<file path="src/rtl/cfgm_pkg.sv">
package cfgm_pkg;
  typedef enum logic [1:0] {
    ST_IDLE = 2'd0,
    ST_WAIT = 2'd1,
    ST_RESP = 2'd2
  } cfgm_state_e;
endpackage

</file>
<file path="src/rtl/cfgm_watchdog.sv">
module cfgm_watchdog #(
  parameter int unsigned CNT_W = 24
) (
  input  logic             clk_i,
  input  logic             rst_ni,
  input  logic             load_i,
  input  logic             run_i,
  input  logic [CNT_W-1:0] limit_i,
  output logic             expired_o
);
  logic [CNT_W-1:0] cnt_q;

  always_ff @(posedge clk_i or negedge rst_ni) begin
    if (!rst_ni)                      cnt_q <= '0;
    else if (load_i)                  cnt_q <= limit_i;
    else if (run_i && cnt_q != '0)    cnt_q <= cnt_q - CNT_W'(1);
  end

  assign expired_o = run_i && (cnt_q == '0);

  // loaded value only moves down by one per waiting cycle
  p_count_down_r8: assert property (@(posedge clk_i) disable iff (!rst_ni)
    (run_i && !load_i && cnt_q != '0) |=> cnt_q == $past(cnt_q) - CNT_W'(1));
endmodule

</file>
<file path="src/rtl/cfgm_ctrl.sv">
module cfgm_ctrl
  import cfgm_pkg::*;
#(
  parameter int unsigned AW = 8,
  parameter int unsigned DW = 16
) (
  input  logic          clk_i,
  input  logic          rst_ni,
  input  logic          req_valid_i,
  input  logic [AW-1:0] req_addr_i,
  input  logic [DW-1:0] req_wdata_i,
  input  logic          req_write_i,
  input  logic          done_i,
  input  logic          expired_i,
  input  logic          rsp_ready_i,
  output logic          req_ready_o,
  output logic          port_en_o,
  output logic          port_we_o,
  output logic [AW-1:0] port_addr_o,
  output logic [DW-1:0] port_wdata_o,
  output logic          wd_load_o,
  output logic          wd_run_o,
  output logic          fin_ok_o,
  output logic          fin_to_o
);
  cfgm_state_e state_q, state_d;
  logic        accept;
  logic        en_q;
  logic        we_q;
  logic [AW-1:0] addr_q;
  logic [DW-1:0] wdata_q;

  assign req_ready_o = (state_q == ST_IDLE);
  assign accept      = req_valid_i && req_ready_o;
  assign wd_load_o   = accept;
  assign wd_run_o    = (state_q == ST_WAIT);
  // strobe wins over expiry in the same cycle
  assign fin_ok_o    = wd_run_o && done_i;
  assign fin_to_o    = wd_run_o && !done_i && expired_i;

  always_comb begin
    state_d = state_q;
    unique case (state_q)
      ST_IDLE: if (accept)                  state_d = ST_WAIT;
      ST_WAIT: if (fin_ok_o || fin_to_o)    state_d = ST_RESP;
      ST_RESP: if (rsp_ready_i)             state_d = ST_IDLE;
      default:                              state_d = ST_IDLE;
    endcase
  end

  always_ff @(posedge clk_i or negedge rst_ni) begin
    if (!rst_ni) begin
      state_q <= ST_IDLE;
      en_q    <= 1'b0;
      we_q    <= 1'b0;
      addr_q  <= '0;
      wdata_q <= '0;
    end else begin
      state_q <= state_d;
      en_q    <= accept;
      if (accept) begin
        we_q    <= req_write_i;
        addr_q  <= req_addr_i;
        wdata_q <= req_wdata_i;
      end
    end
  end

  assign port_en_o    = en_q;
  assign port_we_o    = we_q;
  assign port_addr_o  = addr_q;
  assign port_wdata_o = wdata_q;

  p_en_pulse_r2: assert property (@(posedge clk_i) disable iff (!rst_ni)
    port_en_o |=> !port_en_o);

  p_busy_no_ready_r4: assert property (@(posedge clk_i) disable iff (!rst_ni)
    port_en_o |-> !req_ready_o);

  p_hold_fields_r3: assert property (@(posedge clk_i) disable iff (!rst_ni)
    (state_q != ST_IDLE && !port_en_o) |->
      ($stable(port_addr_o) && $stable(port_wdata_o) && $stable(port_we_o)));
endmodule

</file>
<file path="src/rtl/cfgm_resp.sv">
module cfgm_resp #(
  parameter int unsigned DW = 16
) (
  input  logic          clk_i,
  input  logic          rst_ni,
  input  logic          fin_ok_i,
  input  logic          fin_to_i,
  input  logic          is_write_i,
  input  logic [DW-1:0] port_rdata_i,
  input  logic          rsp_ready_i,
  output logic          rsp_valid_o,
  output logic [DW-1:0] rsp_rdata_o,
  output logic          rsp_timeout_o
);
  always_ff @(posedge clk_i or negedge rst_ni) begin
    if (!rst_ni) begin
      rsp_valid_o   <= 1'b0;
      rsp_rdata_o   <= '0;
      rsp_timeout_o <= 1'b0;
    end else if (fin_ok_i || fin_to_i) begin
      rsp_valid_o   <= 1'b1;
      rsp_rdata_o   <= (fin_ok_i && !is_write_i) ? port_rdata_i : '0;
      rsp_timeout_o <= fin_to_i;
    end else if (rsp_valid_o && rsp_ready_i) begin
      rsp_valid_o   <= 1'b0;
    end
  end

  p_to_zero_r7: assert property (@(posedge clk_i) disable iff (!rst_ni)
    (rsp_valid_o && rsp_timeout_o) |-> rsp_rdata_o == '0);

  p_rsp_hold_r10: assert property (@(posedge clk_i) disable iff (!rst_ni)
    (rsp_valid_o && !rsp_ready_i) |=>
      (rsp_valid_o && $stable(rsp_rdata_o) && $stable(rsp_timeout_o)));

  p_no_fin_when_pending_r9: assert property (@(posedge clk_i) disable iff (!rst_ni)
    rsp_valid_o |-> !(fin_ok_i || fin_to_i));
endmodule

</file>
<file path="src/rtl/cfg_port_master.sv">
module cfg_port_master #(
  parameter int unsigned AW    = 8,
  parameter int unsigned DW    = 16,
  parameter int unsigned CNT_W = 24
) (
  input  logic             clk_i,
  input  logic             rst_ni,
  input  logic             req_valid_i,
  output logic             req_ready_o,
  input  logic [AW-1:0]    req_addr_i,
  input  logic [DW-1:0]    req_wdata_i,
  input  logic             req_write_i,
  input  logic [CNT_W-1:0] limit_i,
  output logic             rsp_valid_o,
  input  logic             rsp_ready_i,
  output logic [DW-1:0]    rsp_rdata_o,
  output logic             rsp_timeout_o,
  output logic             port_en_o,
  output logic             port_we_o,
  output logic [AW-1:0]    port_addr_o,
  output logic [DW-1:0]    port_wdata_o,
  input  logic [DW-1:0]    port_rdata_i,
  input  logic             port_done_i
);
  logic wd_load, wd_run, wd_expired, fin_ok, fin_to;

  cfgm_ctrl #(.AW(AW), .DW(DW)) u_ctrl (
    .clk_i        (clk_i),
    .rst_ni       (rst_ni),
    .req_valid_i  (req_valid_i),
    .req_addr_i   (req_addr_i),
    .req_wdata_i  (req_wdata_i),
    .req_write_i  (req_write_i),
    .done_i       (port_done_i),
    .expired_i    (wd_expired),
    .rsp_ready_i  (rsp_ready_i),
    .req_ready_o  (req_ready_o),
    .port_en_o    (port_en_o),
    .port_we_o    (port_we_o),
    .port_addr_o  (port_addr_o),
    .port_wdata_o (port_wdata_o),
    .wd_load_o    (wd_load),
    .wd_run_o     (wd_run),
    .fin_ok_o     (fin_ok),
    .fin_to_o     (fin_to)
  );

  cfgm_watchdog #(.CNT_W(CNT_W)) u_wd (
    .clk_i     (clk_i),
    .rst_ni    (rst_ni),
    .load_i    (wd_load),
    .run_i     (wd_run),
    .limit_i   (limit_i),
    .expired_o (wd_expired)
  );

  cfgm_resp #(.DW(DW)) u_resp (
    .clk_i         (clk_i),
    .rst_ni        (rst_ni),
    .fin_ok_i      (fin_ok),
    .fin_to_i      (fin_to),
    .is_write_i    (port_we_o),
    .port_rdata_i  (port_rdata_i),
    .rsp_ready_i   (rsp_ready_i),
    .rsp_valid_o   (rsp_valid_o),
    .rsp_rdata_o   (rsp_rdata_o),
    .rsp_timeout_o (rsp_timeout_o)
  );
endmodule

</file>
<file path="config.mk">
export PLATFORM = sky130hd
export DESIGN_NAME = cfg_port_master
export DESIGN_NICKNAME = d
export VERILOG_FILES = /design/src/rtl/cfgm_pkg.sv /design/src/rtl/cfgm_watchdog.sv /design/src/rtl/cfgm_ctrl.sv /design/src/rtl/cfgm_resp.sv /design/src/rtl/cfg_port_master.sv
export SDC_FILE = /design/constraint.sdc
export NUM_CORES = 1
export LEC_CHECK = 0
export ABC_AREA = 1
export ABC_CLOCK_PERIOD_IN_PS = 3190
export BUFFER_PORTS_ARGS = -buffer_cell sky130_fd_sc_hd__buf_2
export CAP_MARGIN = 10
export CORE_MARGIN = 4
export CORE_UTILIZATION = 30
export DETAILED_ROUTE_END_ITERATION = 10
export PLACE_DENSITY = 0.62
export RECOVER_POWER = 25
export SYNTH_ARGS = -nofsm -noshare
export SYNTH_HDL_FRONTEND = slang
export SYNTH_SLANG_ARGS = --single-unit
</file>
<file path="constraint.sdc">
create_clock -name clk_i -period 3.19 [get_ports clk_i]
set_input_delay 0 -clock clk_i [delete_from_list [all_inputs] [get_ports clk_i]]
set_output_delay 0 -clock clk_i [all_outputs]
set_load 0.03 [all_outputs]
</file>
==> results.py <==
metrics = {
    "outcome": {
        "status": "finished with violations",
        "violations": "capacitance limit, slew limit",
    },
    "global_route": {
        "grtUsageTotal_pct": 15.8,
        "grt_overflow": 0,
        "antenna_found_initial": 1,
        "grt_pass1_wl_um": 18200,
        "grt_max_degree": 47,
        "first_global_vias": 3802,
    },
    "clocking": {
        "path_clk_slew_ns": 0.06,
        "htree_num_levels": 3,
        "clock_path_buffers": 2,
        "worstSkewPairLatency_ns": 0.33,
        "cts_tree": "yes",
        "root_buffer": "clkbuf_16",
        "cts_buffers": 9,
        "cts_sinks": 70,
    },
    "setup_path": {
        "crit_start": "u_wd.cnt_q[0]",
        "critical_path.top_delay_family": "simple AND/OR/NAND/NOR gates",
        "critical-path-max-stage-delay_ns": 0.41,
        "required_ns": 3.45,
        "cp.buffers_inverters": 3,
        "endpoint_kind": "register",
        "r2r_start": "u_wd.cnt_q[0]",
        "path_cells": "inv_1 -> ha_1 -> inv_1 -> nor2_1 -> nand2_1 -> nor2_1 -> nand3_2 -> nand2_4 -> nand2_4 -> inv_1 -> nand2_1 -> nand2_1",
        "arrival_ns": 2.41,
        "critPathLaunchType": "register",
        "cp_max_fo": 30,
        "crit_type": "register to register",
        "slowest_stage": "inv_1",
    },
    "sta": {
        "fin_worst_skew_ns": 0.00585,
        "hold_viol": 0,
        "post-route-period-util_pct": 67.2,
        "worstMarginPinSlew_ns": 1.72,
        "fin_crit_ns": 2.14,
        "slew-limit-headroom_pct": -14.7,
        "rsz0062_at_grt": "no",
        "setup_viol": 0,
        "fin_setup_tns_ns": 0,
        "slew_violations": 31,
        "fmax_mhz": 466,
        "fin_ws_ns": 1.05,
    },
    "place": {
        "dp_hpwl_um": 7280,
        "dpl_cell_area_um2": 4350,
        "dp_cells": 743,
        "port_buffers": 114,
        "gp_congestion": 0.808,
        "dp_slack_ns": 1.04,
    },
    "cells_and_area": {
        "drive_gt1_share_pct": 20.9,
        "nFillCells": 1188,
        "finalNonFillerCells": 813,
        "area_growth_pct": 41.6,
        "fin_area_um2": 5180,
        "nNetsFinal": 733,
    },
    "logic_synthesis": {
        "ys_top_cells_by_count": "nand2_1, dfrtp_1, nand3_1",
        "yosysMostFrequentCell": "nand2_1",
        "ys_seq_area_share_pct": 47.9,
        "ys.flop_type": "dfrtp_1",
        "yosys.area.top_type": "dfrtp_1",
        "async_flop_share_pct": 100,
        "yosys_warnings": 0,
        "netlist_instances": 496,
        "ys_ff_latch": 70,
        "yosysTopAreaCellShare_pct": 47.9,
        "yosysUniqueCellTypes": 27,
        "synthTopCellsByArea": "dfrtp_1, nand2_1, nand3_1",
        "synth.cell_area_um2": 3660,
        "synth_edf_count": 0,
        "syn_nets": 568,
        "synth.avg_cell_area_um2": 7.37,
    },
    "route": {
        "vias": 3743,
        "firstDrtPassIters": 5,
        "ant_nets": 0,
        "drt_wl_total_um": 10700,
        "wire_per_inst_um": 13.2,
        "drc": 0,
        "drt_iter0_markers": 284,
        "via_per_inst": 4.60,
    },
    "floorplanning": {
        "core_area_um2": 12000,
        "die_w_um": 118,
        "io_pins": 115,
        "initial_utilization_pct": 30.6,
        "die-area_um2": 14000,
        "rows": 40,
        "fp.dieH_um": 118,
    },
    "power": {
        "power_leakage_nw": 2.72,
        "peakVddDrop_mv": 0.462,
        "power.density_nw_per_um2": 995,
    },
    "worst_hold_path": {
        "worstHoldStart": "limit_i[6]",
        "hp-class": "input pin to register",
    },
    "flow_run": {
        "max_cap_viol_count": 1,
    },
}
## logic make-up (layout without fill, tap and decap cells)
logic type	count (synthesis)	count (layout)	share of synthesized area [%]
compound gates	29	29	4.45
xor+xnor	4	4	0.958
fa+ha+maj	2	2	0.684
buf+inv	50	219	5.99
flops	70	70	47.9
other cells	0	1	0
simple gates	341	341	40.0
## power by group
part	internal (W)	switching (W)
clock network	0.000704	0.000371
logic	0.000753	0.00172
registers	0.00130	0.000312
## state kept, by name, summed over array words and instances (netlist names)
signal                count
u_ctrl.port_wdata_o      16
u_resp.rsp_timeout_o      1
u_ctrl.port_en_o          1
u_wd.cnt_q               24
u_ctrl.state_q            2
u_ctrl.port_we_o          1
u_resp.rsp_valid_o        1
u_resp.rsp_rdata_o       16
u_ctrl.port_addr_o        8
## metrics by stage
stage / hold WS [ns] / power (W) / util [%]
after floorplan: -0.296 / 0.00342 / -
after global placement: 0.0966 / 0.00401 / 36.3
after detailed placement: 0.105 / 0.00407 / 36.3
after CTS: 0.000452 / 0.00522 / 43.5
after global routing: 0.0167 / 0.00559 / 43.3
final: 0.00708 / 0.00515 / 43.3
## repair_timing
item / 4_1_cts / 5_1_grt
buffers inserted: 0 / 0
endpoints found under the hold margin: 82 / 0
endpoints found under the setup margin: 0 / 0
hold buffers: 54 / 0
gates resized for setup: 0 / 0
## tightest hold or removal path, stage by stage
cell and delay, ns:
buf_2 0.08, nand2_1 0.04, nand2_1 0.05, nand2_1 0.04
o21ai_0 0.08
## cell type report
cell class | instances | area [um2] | share of cell area [%]
multi-input cells | 376 | 1690 | 32.6
clock inverters | 3 | 68.8 | 1.33
well taps | 147 | 184 | 3.55
diodes | 1 | 2.50 | 0.0483
flip-flops and latches | 70 | 1750 | 33.8
clock buffers | 12 | 246 | 4.76
inverters | 32 | 120 | 2.32
repair buffers | 172 | 1120 | 21.6
## layer usage
metal  up-vias  global-route usage [%]  routed length [um]  part of all wire, %
met5         -                       0                  13                 0.12
met4         2                    4.92                 120                  1.1
met3        10                    3.83                 534                  5.0
met2       106                    27.6                5480                   51
met1      1733                    19.1                4580                   43
li1       1892                       -                   -                    -
## cells in the final DEF, fill, tap and decap left out, types with 9 or more instances in the layout
cell           Yosys  layout
dfrtp_1           70      70
inv_1             32      32
dlygate4sd3_1      0      54
nor2_1            44      44
o21ai_0           18      18
nand2_1          216     215
buf_2             10      95
nand3_1           48      48
clkbuf_16          0       9
clkbuf_1           4      21
## worst paths after layout
path,endpoint,slack (ns),depth (start not counted)
hold / removal,u_wd.cnt_q[6],0.007,5
min in group asynchronous,u_wd.cnt_q[15],0.66,2
setup reg to reg,u_wd.cnt_q[19],1.05,12
setup / recovery,u_wd.cnt_q[19],1.05,12
max in group asynchronous,u_resp.rsp_rdata_o[14],1.40,3
hold reg to reg,u_ctrl.port_wdata_o[11],0.48,2
Power figures use the tool's default switching activity.
